### src/rtl/flash_pgm_pkg.sv
package flash_pgm_pkg;

    localparam logic [7:0] CMD_PROGRAM  = 8'h02;
    localparam logic [7:0] CMD_STATUS   = 8'h05;
    localparam logic [7:0] CMD_WR_EN    = 8'h06;
    localparam logic [7:0] STAT_BUSY    = 8'h01;
    localparam logic [7:0] FILL_BYTE    = 8'h00;

    typedef enum logic [3:0] {
        ST_IDLE,
        ST_POLL_OP,
        ST_POLL_RD,
        ST_WEN,
        ST_PP_OP,
        ST_PP_ADDR,
        ST_PP_DATA,
        ST_GAP,
        ST_FIN
    } eng_state_e;

endpackage

### src/rtl/pgm_chunk_calc.sv
module pgm_chunk_calc #(
    parameter int LEN_W  = 16,
    parameter int PAGE_W = 8
) (
    input  logic [PAGE_W-1:0] off_i,
    input  logic [LEN_W-1:0]  rem_i,
    output logic [LEN_W-1:0]  chunk_o
);
    localparam int PAGE = 1 << PAGE_W;

    logic [PAGE_W:0]  room;
    logic [LEN_W-1:0] room_w;

    // bytes left before the page ends, from the current offset
    assign room    = (PAGE_W+1)'(PAGE) - {1'b0, off_i};
    assign room_w  = LEN_W'(room);
    assign chunk_o = (rem_i < room_w) ? rem_i : room_w;

endmodule

### src/rtl/spi_byte_shifter.sv
module spi_byte_shifter #(
    parameter int HALF_CYC = 2
) (
    input  logic       clk,
    input  logic       rst_n,
    input  logic       start_i,
    input  logic [7:0] tx_i,
    input  logic       miso_i,
    output logic       busy_o,
    output logic       done_o,
    output logic [7:0] rx_o,
    output logic       sck_o,
    output logic       mosi_o
);
    localparam int DIV_W = (HALF_CYC > 1) ? $clog2(HALF_CYC) : 1;

    typedef struct packed {
        logic             busy;
        logic             sck;
        logic             done;
        logic [DIV_W-1:0] div;
        logic [2:0]       bits;
        logic [7:0]       sh;
        logic [7:0]       rx;
    } shf_regs_t;

    shf_regs_t q, n;

    always_comb begin
        n      = q;
        n.done = 1'b0;
        if (!q.busy) begin
            if (start_i) begin
                n.busy = 1'b1;
                n.sh   = tx_i;
                n.div  = '0;
                n.bits = '0;
                n.sck  = 1'b0;
            end
        end else if (q.div == DIV_W'(HALF_CYC - 1)) begin
            n.div = '0;
            if (!q.sck) begin
                n.sck = 1'b1;
                n.rx  = {q.rx[6:0], miso_i};
            end else begin
                n.sck  = 1'b0;
                n.sh   = {q.sh[6:0], 1'b0};
                n.bits = q.bits + 3'd1;
                if (q.bits == 3'd7) begin
                    n.busy = 1'b0;
                    n.done = 1'b1;
                end
            end
        end else begin
            n.div = q.div + DIV_W'(1);
        end
    end

    always_ff @(posedge clk or negedge rst_n) begin
        if (!rst_n) q <= '0;
        else        q <= n;
    end

    assign busy_o = q.busy;
    assign done_o = q.done;
    assign rx_o   = q.rx;
    assign sck_o  = q.sck;
    assign mosi_o = q.sh[7];


    sck_idle_chk: assert property (@(posedge clk) disable iff (!rst_n)
        q.sck |-> q.busy);


    mosi_hold_chk: assert property (@(posedge clk) disable iff (!rst_n)
        q.sck |-> $stable(mosi_o));

endmodule

### src/rtl/flash_pgm_engine.sv
module flash_pgm_engine
    import flash_pgm_pkg::*;
#(
    parameter int ADDR_W   = 24,
    parameter int LEN_W    = 16,
    parameter int PAGE_W   = 8,
    parameter int DEV_SIZE = 1 << 20,
    parameter int HALF_CYC = 2,
    parameter int POLL_MAX = 1024,
    parameter int GAP_CYC  = 2
) (
    input  logic              clk,
    input  logic              rst_n,
    input  logic              req_valid,
    output logic              req_ready,
    input  logic [ADDR_W-1:0] req_addr,
    input  logic [LEN_W-1:0]  req_len,
    input  logic              wr_valid,
    output logic              wr_ready,
    input  logic [7:0]        wr_data,
    output logic              done,
    output logic              err_range,
    output logic              err_timeout,
    output logic [LEN_W-1:0]  sent_count,
    output logic              spi_cs_n,
    output logic              spi_sck,
    output logic              spi_mosi,
    input  logic              spi_miso
);
    localparam int PAGE   = 1 << PAGE_W;
    localparam int SUM_W  = ((ADDR_W > LEN_W) ? ADDR_W : LEN_W) + 2;
    localparam int POLL_W = $clog2(POLL_MAX + 1);
    localparam int GAP_W  = $clog2(GAP_CYC + 1);
    localparam logic [SUM_W-1:0] DEV_LIM = SUM_W'(DEV_SIZE);

    typedef struct packed {
        eng_state_e        state;
        eng_state_e        nxt;
        logic              issued;
        logic              cs_n;
        logic [ADDR_W-1:0] addr;
        logic [LEN_W-1:0]  rem;
        logic [LEN_W-1:0]  len;
        logic [LEN_W-1:0]  cnt;
        logic [LEN_W-1:0]  chunk_left;
        logic [1:0]        abyte;
        logic [POLL_W-1:0] polls;
        logic [GAP_W-1:0]  gap;
        logic              err_rng;
        logic              err_to;
    } eng_regs_t;

    eng_regs_t q, n;

    logic             sh_start, sh_busy, sh_done;
    logic [7:0]       sh_tx, sh_rx;
    logic [LEN_W-1:0] chunk_len;
    logic [23:0]      addr24;
    logic [SUM_W-1:0] end_sum;
    logic             over, dev_busy;

    pgm_chunk_calc #(.LEN_W(LEN_W), .PAGE_W(PAGE_W)) u_calc (
        .off_i   (q.addr[PAGE_W-1:0]),
        .rem_i   (q.rem),
        .chunk_o (chunk_len)
    );

    spi_byte_shifter #(.HALF_CYC(HALF_CYC)) u_shift (
        .clk     (clk),
        .rst_n   (rst_n),
        .start_i (sh_start),
        .tx_i    (sh_tx),
        .miso_i  (spi_miso),
        .busy_o  (sh_busy),
        .done_o  (sh_done),
        .rx_o    (sh_rx),
        .sck_o   (spi_sck),
        .mosi_o  (spi_mosi)
    );

    assign addr24   = 24'(q.addr);
    assign end_sum  = SUM_W'(req_addr) + SUM_W'(req_len);
    assign over     = end_sum > DEV_LIM;
    assign dev_busy = |(sh_rx & STAT_BUSY);

    always_comb begin
        n        = q;
        sh_start = 1'b0;
        sh_tx    = FILL_BYTE;
        wr_ready = 1'b0;

        // generic one-byte launch for command states
        if (q.state inside {ST_POLL_OP, ST_POLL_RD, ST_WEN, ST_PP_OP, ST_PP_ADDR}) begin
            if (!q.issued && !sh_busy) begin
                sh_start = 1'b1;
                n.issued = 1'b1;
            end
            if (sh_done) n.issued = 1'b0;
        end

        case (q.state)
            ST_IDLE: begin
                if (req_valid) begin
                    n.addr    = req_addr;
                    n.rem     = req_len;
                    n.len     = req_len;
                    n.cnt     = '0;
                    n.polls   = '0;
                    n.err_rng = 1'b0;
                    n.err_to  = 1'b0;
                    if (req_len == '0) begin
                        n.state = ST_FIN;
                    end else if (over) begin
                        n.err_rng = 1'b1;
                        n.state   = ST_FIN;
                    end else begin
                        n.state = ST_POLL_OP;
                        n.cs_n  = 1'b0;
                    end
                end
            end
            ST_POLL_OP: begin
                sh_tx = CMD_STATUS;
                if (sh_done) n.state = ST_POLL_RD;
            end
            ST_POLL_RD: begin
                sh_tx = FILL_BYTE;
                if (sh_done) begin
                    n.cs_n  = 1'b1;
                    n.state = ST_GAP;
                    n.gap   = '0;
                    if (!dev_busy) begin
                        n.nxt   = ST_WEN;
                        n.polls = '0;
                    end else if (q.polls == POLL_W'(POLL_MAX - 1)) begin
                        n.nxt    = ST_FIN;
                        n.err_to = 1'b1;
                    end else begin
                        n.nxt   = ST_POLL_OP;
                        n.polls = q.polls + POLL_W'(1);
                    end
                end
            end
            ST_WEN: begin
                sh_tx = CMD_WR_EN;
                if (sh_done) begin
                    n.cs_n  = 1'b1;
                    n.state = ST_GAP;
                    n.gap   = '0;
                    n.nxt   = ST_PP_OP;
                end
            end
            ST_PP_OP: begin
                sh_tx = CMD_PROGRAM;
                if (sh_done) begin
                    n.state = ST_PP_ADDR;
                    n.abyte = '0;
                end
            end
            ST_PP_ADDR: begin
                case (q.abyte)
                    2'd0:    sh_tx = addr24[23:16];
                    2'd1:    sh_tx = addr24[15:8];
                    default: sh_tx = addr24[7:0];
                endcase
                if (sh_done) begin
                    if (q.abyte == 2'd2) n.state = ST_PP_DATA;
                    else                 n.abyte = q.abyte + 2'd1;
                end
            end
            ST_PP_DATA: begin
                sh_tx    = wr_data;
                wr_ready = !q.issued && !sh_busy;
                if (wr_valid && wr_ready) begin
                    sh_start = 1'b1;
                    n.issued = 1'b1;
                end
                if (sh_done) begin
                    n.issued     = 1'b0;
                    n.cnt        = q.cnt + LEN_W'(1);
                    n.addr       = q.addr + ADDR_W'(1);
                    n.rem        = q.rem - LEN_W'(1);
                    n.chunk_left = q.chunk_left - LEN_W'(1);
                    if (q.chunk_left == LEN_W'(1)) begin
                        n.cs_n  = 1'b1;
                        n.state = ST_GAP;
                        n.gap   = '0;
                        n.nxt   = (q.rem == LEN_W'(1)) ? ST_FIN : ST_POLL_OP;
                    end
                end
            end
            ST_GAP: begin
                if (q.gap == GAP_W'(GAP_CYC - 1)) begin
                    n.gap   = '0;
                    n.state = q.nxt;
                    n.cs_n  = (q.nxt == ST_FIN);
                    if (q.nxt == ST_PP_OP) n.chunk_left = chunk_len;
                end else begin
                    n.gap = q.gap + GAP_W'(1);
                end
            end
            ST_FIN:  n.state = ST_IDLE;
            default: n.state = ST_IDLE;
        endcase
    end

    always_ff @(posedge clk or negedge rst_n) begin
        if (!rst_n) begin
            q      <= '0;
            q.cs_n <= 1'b1;
        end else begin
            q <= n;
        end
    end

    assign req_ready   = (q.state == ST_IDLE);
    assign done        = (q.state == ST_FIN);
    assign err_range   = q.err_rng;
    assign err_timeout = q.err_to;
    assign sent_count  = q.cnt;
    assign spi_cs_n    = q.cs_n;


    page_fit_chk: assert property (@(posedge clk) disable iff (!rst_n)
        (q.state == ST_PP_DATA) |->
            ((q.chunk_left != '0) &&
             ((LEN_W+1)'(q.addr[PAGE_W-1:0]) + (LEN_W+1)'(q.chunk_left) <= (LEN_W+1)'(PAGE))));


    cnt_bound_chk: assert property (@(posedge clk) disable iff (!rst_n)
        q.cnt <= q.len);


    ready_in_frame_chk: assert property (@(posedge clk) disable iff (!rst_n)
        wr_ready |-> !spi_cs_n);


    rng_quiet_chk: assert property (@(posedge clk) disable iff (!rst_n)
        (done && err_range) |-> (sent_count == '0 && spi_cs_n && $past(spi_cs_n)));


    to_quiet_chk: assert property (@(posedge clk) disable iff (!rst_n)
        err_timeout |-> spi_cs_n);


    done_ready_chk: assert property (@(posedge clk) disable iff (!rst_n)
        done |=> (req_ready && !done));

endmodule

### config.mk
export PLATFORM = sky130hd
export DESIGN_NAME = flash_pgm_engine
export DESIGN_NICKNAME = d
export VERILOG_FILES = /design/src/rtl/flash_pgm_pkg.sv /design/src/rtl/pgm_chunk_calc.sv /design/src/rtl/spi_byte_shifter.sv /design/src/rtl/flash_pgm_engine.sv
export SDC_FILE = /design/constraint.sdc
export NUM_CORES = 1
export LEC_CHECK = 0
export BUFFER_PORTS_ARGS = -buffer_cell sky130_fd_sc_hd__buf_4
export CAP_MARGIN = 25
export CORE_UTILIZATION = 55
export CTS_CLUSTER_SIZE = 10
export DETAILED_ROUTE_END_ITERATION = 8
export PLACE_DENSITY_LB_ADDON = 0.1
export SETUP_SLACK_MARGIN = 0.1
export SYNTH_ARGS = -nofsm -noshare
export SYNTH_HDL_FRONTEND = slang
export SYNTH_HIERARCHICAL = 1
export SYNTH_SLANG_ARGS = --single-unit
### constraint.sdc
create_clock -name clk -period 2.8 [get_ports clk]
set_input_delay 0.14 -clock clk [delete_from_list [all_inputs] [get_ports clk]]
set_output_delay 0.14 -clock clk [all_outputs]
set_load 0.05 [all_outputs]
Word-level counts from Yosys, hierarchy flattened

Index checks and enable logic that the tools add are counted.

Output and inout port bits: 24
Flip-flop bits (word level): 138
Input bits: 53
Logic and storage cells: 180

Reductions and logical operators: 30
Multiplexer cells: 78
Add/sub/neg operators: 11
Bitwise operators: 1
Eq/ne operators: 37
Order comparisons: 2

Operator list:

| cell                                                  | number |
|---|---|
| one-hot mux 40 bit (2 select lines)                   | 1 |
| 2-to-1 mux 73 bit                                     | 1 |
| one-hot mux 16 bit (2 select lines)                   | 2 |
| 2-to-1 mux 50 bit                                     | 1 |
| 2-to-1 mux 16 bit                                     | 3 |
| 2-to-1 mux 11 bit                                     | 4 |
| 2-to-1 mux 4 bit                                      | 11 |
| one-hot mux 8 bit (5 select lines)                    | 1 |
| == test 16 x 1 -> 1 bit, second input constant        | 2 |
| 2-to-1 mux 32 bit                                     | 1 |
| 2-to-1 mux 8 bit                                      | 4 |
| one-hot mux 4 bit (8 select lines)                    | 1 |
| subtractor 16 x 1 -> 16 bit, second input constant    | 2 |
| 2-to-1 mux 1 bit                                      | 28 |
| adder 24 x 16 -> 25 bit                               | 1 |
| > comparator 25 x 21 -> 1 bit, second input constant  | 1 |
| adder 24 x 1 -> 24 bit, second input constant         | 1 |
| 2-to-1 mux 12 bit                                     | 2 |
| one-hot mux 11 bit (2 select lines)                   | 1 |
| == test 4 x 3 -> 1 bit, second input constant         | 5 |
| inequality test 2 x 1 -> 1 bit, second input constant | 10 |
| 2-to-1 mux 19 bit                                     | 1 |
| inequality test 2 bit, second input constant          | 9 |
| adder 16 x 1 -> 16 bit, second input constant         | 1 |
| 40 further kinds                                      | 65 |

Logic depth before layout (Yosys ltp)

Gate-level depths: netlist of run 1.

Depth after elaboration: 8
Depth in mapped cells: 14
Gate-level depth less buffers: 13

Hierarchy

Netlist of run 1, hierarchy kept.

By module, submodules not included:

| module           | sequential area each (µm²) | cells an instance | area each (µm²) | instances |
|---|---|---|---|---|
| flash_pgm_engine | 2478.6                     | 979               | 7398.3          | 1 |
| spi_byte_shifter | 575.6                      | 90                | 1041.0          | 1 |
| pgm_chunk_calc   | 0.0                        | 67                | 498.0           | 1 |

Worst setup path before layout of run 1

Ideal clock, no wire load.

Kind: input -> register
Start: input req_addr[0]
End: register q (netlist bit spi_cs_n)
Path slack: -0.384 ns
Stages: 11
Data required time: 2.718 ns
Path buffers: 0
Arrival time: 3.101 ns
Path through: ha_1 -> fa_1 -> a211oi_2 -> o31ai_2 -> o211ai_2 -> mux2i_1 -> or4_1 -> or4_1 -> or2_0 -> o21ai_1 -> mux2_2

Word-level cells in the longest chain between the ends: 4

Ends and longest elaborated chain:

| element                                | RTL line                | source |
|---|---|---|
| from (decl)                            | flash_pgm_engine.sv:16  | `input logic [ADDR_W-1:0] req_addr,` |
| adder 24 x 16 -> 25 bit                | flash_pgm_engine.sv:82  | `assign end_sum = SUM_W'(req_addr) + SUM_W'(req_len);` |
| > comparator 25 x 21 -> 1 bit          | flash_pgm_engine.sv:83  | `assign over = end_sum > DEV_LIM;` |
| inequality test 2 bit (no source line) | --                      |  |
| AND reduction 8 bit (no source line)   | --                      |  |
| to (signal assigned)                   | flash_pgm_engine.sv:212 | `q <= n;` |
| to (decl)                              | flash_pgm_engine.sv:53  | `eng_regs_t q, n;` |

No other way between the ends.
A chain may end at the register's enable or synchronous reset.

Worst setup path in the final report of run 1

Start: register q (netlist bit addr24[3])
End: register q[21] (netlist bit)

Word-level cells in the longest chain between the ends: 6

Ends and longest elaborated chain:

| element                                 | RTL line                | source |
|---|---|---|
| subtractor 9 x 8 -> 9 bit (*)           | pgm_chunk_calc.sv:15    | `assign room = (PAGE_W+1)'(PAGE) - {1'b0, off_i};` |
| less-than comparator 16 x 9 -> 1 bit    | pgm_chunk_calc.sv:17    | `assign chunk_o = (rem_i < room_w) ? rem_i : room_w;` |
| 2-to-1 mux 16 bit (*)                   | pgm_chunk_calc.sv:17    |  |
| named net chunk_len[4]                  | flash_pgm_engine.sv:57  | `logic [LEN_W-1:0] chunk_len;` |
| 2-to-1 mux 16 bit (*)                   | flash_pgm_engine.sv:197 | `if (q.nxt == ST_PP_OP) n.chunk_left = chunk_len;` |
| 2-to-1 mux 16 bit (*)                   | flash_pgm_engine.sv:193 | `if (q.gap == GAP_W'(GAP_CYC - 1)) begin` |
| one-hot mux 16 bit (2 select lines) (*) | flash_pgm_engine.sv:101 | `case (q.state)` |

The timed path passes the listed nets; every way through them passes the cells marked *. The select of a mux whose other input is x is not followed.

==> results.toml, run 1 <==
[outcome]
status = "complete, but fails checks"
failed_checks = "setup timing"

[timing]
fin_ws_ns = -0.130
finalCritPeriodShare_pct = 105
tightest_slew_ns = 0.700
rsz0062_at_grt = "true"
finClkSkew_ns = 0.00486
hold_viol = 0
finalSetupViolations = 9
fin_tns_setup_ns = -0.904
slew_headroom_pct = 53.3
fin_crit_ns = 2.93
drv_slew = 0
max_freq_mhz = 341

[min_path]
hold_class = "input port to flip-flop"

[critical_path]
crit_required_ns = 3.15
cp-start-kind = "flip-flop"
cpMostUsedCell = "buf_4"
critical_path_arrival_ns = 3.28
cp_num_buf_inv = 3
critPathMaxFanout = 4
path_cells = "nor4_1 > buf_4 > nand3b_1 > xnor2_2 > ha_1 > nand2_2 > nor3_2 > a21oi_2 > o211ai_1 > buf_4 > buf_4 > mux2i_1 > o21ai_1 > a21oi_1"
endpoint_kind = "flip-flop"
worst-setup-path-type = "flip-flop to flip-flop"
slowest_stage = "dfrtp_1"
max_stage_delay_ns = 0.40
crit_family = "simple AND/OR/NAND/NOR gates"

[grt]
grt_pass1_wl_um = 42400
grt_pass1_vias = 8678
grtUsageTotal_pct = 33.0
antenna_found_initial = 0
grt_max_degree = 52
grt-ovfl-total = 0

[place]
dp.cells = 1467
post-dp-hpwl_um = 18700
gp_congestion = 0.905
port_buffers = 76

[floorplan]
start_util_pct = 56.6
die_w_um = 127
rows = 45
io-pin-count = 77
die_y_um = 127
coreArea_mm2 = 0.0153
die-area_mm2 = 0.0162

[logic_synthesis]
netlist_area_mm2 = 0.00863
ys_warn_count = 6
syn_area_per_cell_um2 = 7.74
synth_cells = 1115

[route]
wl_per_cell_um = 17.2
routed_wl_um = 26100
ant_nets = 0
drt_pre_antenna_iters = 5
vias = 9149
vias_per_cell = 6.04
route.detailed.drc = 0
drtIter0Drc = 810

[cts]
insertion_delay_ns = 0.43
clk_pin_slew_ns = 0.06
cts_buffers = 17
ctsRootBufferMaster = "clkbuf_16"
cts_tree = "done"
cts_sinks = 115
clock_path_buffers = 2
htree_levels = 4

[cells_and_area]
mostFrequentLayoutCells = "buf_4 (221), nand2_1 (136), nor2_1 (128)"
num-fill-cells = 1200
syn_to_final_growth_pct = 29.2
final_common_cell = "buf_4"
antennaDiodeCount = 0
final_cell_count_no_fill = 1514
drive_gt1_share_pct = 24.0
final_util_pct = 73.1
final_nets = 1381

[pwr]
peakVddDrop_mv = 0.477
leakage_uw = 0.00504
power-per-cell-area_mw_per_mm2 = 431
power_uw = 4800

[flow_run]
cap_violations = 0
-- stage by stage --
stage	hold WS [ns]	area (um^2)	worst slack [ns]
CTS	0.000161	11000	0.0376
finish	0.00371	11100	-0.130
floorplan	-0.156	8690	-0.288
detailed placement	0.205	10200	-0.495
global route	0.0230	11100	-0.299
global placement	0.202	10200	-0.439
-- state kept, by name (all words and copies together) (netlist names) --
name	cells
u_shift/mosi_o	1
err_timeout	1
u_shift/done_o	1
spi_cs_n	1
q	56
u_shift/sck_o	1
u_shift/busy_o	1
addr24	24
err_range	1
u_shift/q	11
sent_count	16
u_shift/rx_o	1
-- worst reg2reg max path: cells and delay by family (launching register included) --
kind / cells / cell delay [ns]
AO/OA/AOI/OAI: 4 / 0.49
XOR/XNOR: 1 / 0.17
adder cells (fa/ha/maj): 1 / 0.34
buffers and inverters: 3 / 0.50
flip-flops: 1 / 0.40
multiplexers: 1 / 0.22
AND/OR/NAND/NOR: 4 / 0.72
-- final timing paths --
kind / start / end / slack (ns) / cells after the start
max: addr24[3] / q[21] / -0.13 / 14
min: req_addr[22] / addr24[22] / 0.004 / 3
max reg2reg: addr24[3] / q[21] / -0.13 / 14
min reg2reg: q[25] / q[25] / 0.49 / 2
max in group asynchronous: rst_n / u_shift/q[9] / 1.80 / 3
min in group asynchronous: rst_n / sent_count[9] / 0.27 / 2
-- area by class of cell --
cell class                      instances  area (um^2)  share of cell area (%)
Multi-Input combinational cell        894         5440                    48.8
Sequential cell                       115         2880                    25.8
Timing Repair Buffer                  228         1760                    15.8
Clock buffer                           20          457                    4.10
Tap cell                              211          264                    2.37
Clock inverter                         12          226                    2.03
Inverter                               34          128                    1.14
-- power by group --
part           internal, uW  total (uW)  switching (uW)
clock network          1720        2540             823
logic                   286         596             310
registers              1660        1660            1.12
total                  3670        4800            1130
-- routing by layer --
metal / up-vias / global-route usage, % / routed length [um]
met5: - / 0 / 0
met4: 0 / 13.7 / 733
met3: 63 / 4.61 / 1480
met2: 366 / 55.7 / 12700
met1: 4335 / 42.5 / 11200
li1: 4385 / - / -
-- what timing repair did --
| item | 4_1_cts | 5_1_grt |
|---|---|---|
| pin swaps | 14 | 12 |
| setup buffers | 7 | 6 |
| endpoints found under the hold margin | 45 | 0 |
| gates cloned | 0 | 0 |
| endpoints found under the setup margin | 11 | 23 |
| resized for setup | 17 | 25 |
| hold buffers | 2 | 0 |
Note: power is estimated with default switching activity, not from simulation.
==> inputs of run 2 (changes only) <==
CORE_UTILIZATION = 57   (was 55)
CTS_BUF_LIST = sky130_fd_sc_hd__clkbuf_4 sky130_fd_sc_hd__clkbuf_8   (was not set)
HOLD_SLACK_MARGIN = 0.08   (was not set)
==> run 2 against run 1 <==
Effect of this change: cell area decreased by 0.42%; final cell count decreased by 0.40%; the flow finishes with violations (DRC, setup timing); combinational power increased by 6.4%; critical path type unchanged; maximum frequency increased by 2.9%; largest power group unchanged.
==> results.toml, run 2 (synthesis results as in run 1) <==
[cts]
clk_pin_slew_ns = 0.08
cts_buffers = 17
htree_levels = 4
ctsRootBufferMaster = "clkbuf_8"
clock_path_buffers = 2
insertion_delay_ns = 0.47
cts_sinks = 115
cts_tree = "done"

[pwr]
internal_power_uw = 2980
p_switching_uw = 1110
seqPwrFrac_pct = 40.7
power_uw = 4080
clkPwrFrac_pct = 43.8
combPwrFrac_pct = 15.5
switching_share_pct = 27.1
peakVddDrop_mv = 0.504
leakage_uw = 0.00505
power-per-cell-area_mw_per_mm2 = 368

[timing]
fin_ws_ns = -0.0471
holdWs_ns = 0.0906
hold_viol = 0
drv_slew = 0
finClkSkew_ns = 0.00913
slew_headroom_pct = 54.4
rsz0062_at_grt = "true"
fin_crit_ns = 2.85
finalSetupViolations = 6
finalCritPeriodShare_pct = 102
tightest_slew_ns = 0.683
max_freq_mhz = 351

[floorplan]
coreArea_mm2 = 0.0146
die_y_um = 125
rows = 44
die_w_um = 125
die-area_mm2 = 0.0156
io-pin-count = 77
start_util_pct = 58.9

[critical_path]
r2r-start = "addr24[1]"
worst-setup-path-type = "flip-flop to flip-flop"
crit_required_ns = 3.12
critPathMaxFanout = 4
reg2reg_slack_ns = -0.05
rr_worst_depth = 14
timing.rr.end = "q[18]"
critical_path_arrival_ns = 3.17
endpoint_kind = "flip-flop"
cp-start-kind = "flip-flop"

[place]
dp.cells = 1435
gp_congestion = 0.945
port_buffers = 76
post-dp-hpwl_um = 18700

[cells_and_area]
final_common_cell = "buf_4"
mostFrequentLayoutCells = "buf_4 (216), nand2_1 (136), nor2_1 (127)"
final_nets = 1402
drive_gt1_share_pct = 23.4
largest_reg_flops = 56
final_cell_count_no_fill = 1508
syn_to_final_growth_pct = 28.6
num-fill-cells = 1099
regMostFlops = "q"
antennaDiodeCount = 0

[route]
routed_wl_um = 26400
drtIter0Drc = 761
route.detailed.drc = 2
vias = 9349
vias_per_cell = 6.20
wl_per_cell_um = 17.5
ant_nets = 0
drt_pre_antenna_iters = 9

[grt]
grt_pass1_wl_um = 43600
grtUsageTotal_pct = 34.7
grt_pass1_vias = 8997
grt-ovfl-total = 0
grt_max_degree = 107
antenna_found_initial = 0

[min_path]
hold_start = "req_addr[7]"
hold-path-cell-count = 4
holdPathEnd = "addr24[7]"
hold_class = "input port to flip-flop"

[outcome]
status = "complete, but fails checks"
failed_checks = "DRC, setup timing"

[flow_run]
cap_violations = 0
[run 2: what timing repair did]
| item | CTS | global route |
|---|---|---|
| gates resized for setup | 17 | 25 |
| endpoints found under the setup margin | 9 | 33 |
| buffers inserted | 6 | 8 |
| hold endpoints to repair | 139 | 0 |
| pin swaps | 13 | 21 |
| hold buffers | 27 | 0 |
[run 2: stage by stage]
stage | instance area, um^2 | setup TNS [ns] | util [%] | setup slack, ns
after floorplan | 8690 | -0.469 | - | -0.288
after global routing | 11100 | -1.31 | 75.8 | -0.202
after detailed placement | 10100 | -1.42 | 69.0 | -0.471
final | 11100 | -0.0825 | 75.8 | -0.0471
after CTS | 10900 | 0 | 74.7 | 0.0903
after global placement | 10100 | -1.09 | 69.0 | -0.420
[run 2: power groups by stage]
stage | clock network, uW | registers (uW) | logic, uW
2_1_floorplan | 0 | 1690 | 261
4_1_cts | 1800 | 1660 | 616
3_3_place_gp | 0 | 1690 | 572
5_1_grt | 1870 | 1660 | 692
3_5_place_dp | 0 | 1690 | 577
6_report | 1790 | 1660 | 634
[run 2: critical path, stage by stage, from the launching register on]
cell and delay, ns:
dfrtp_1 0.40, inv_1 0.07, ha_2 0.19, nor3b_4 0.21, nand2_2 0.11, xnor2_2 0.16, ha_1 0.33, nand2_2 0.08
nor3_2 0.19, a21oi_2 0.09, o211ai_1 0.16, buf_4 0.18, mux2_4 0.31, a211oi_2 0.18, a21oi_1 0.06
[run 2: final cells by class]
type	instances	area [um^2]	area share, %
inverters	34	128	1.15
well taps	184	230	2.07
clock buffers	18	248	2.23
multi-input cells	894	5440	49.0
clock inverters	14	201	1.81
flip-flops and latches	115	2880	25.9
repair buffers	249	1980	17.8
[run 2: how the worst max path moves through the flow]
stage	startpoint	to	slack, ns
3_5_place_dp	req_addr[0]	spi_cs_n	-0.47
5_1_grt	addr24[1]	q[18]	-0.20
4_1_cts	addr24[0]	q[18]	0.09
6_report	addr24[1]	q[18]	-0.05
3_3_place_gp	req_addr[0]	spi_cs_n	-0.42
2_1_floorplan	req_addr[0]	spi_cs_n	-0.29
[run 2: routing by layer]
layer  vias to the layer above  GRT usage, %  wire (um)
li1                       4424             -          -
met1                      4438          43.4      10800
met2                       393          57.3      12700
met3                        94          6.97       1700
met4                         0          17.3       1120
met5                         -             0          0
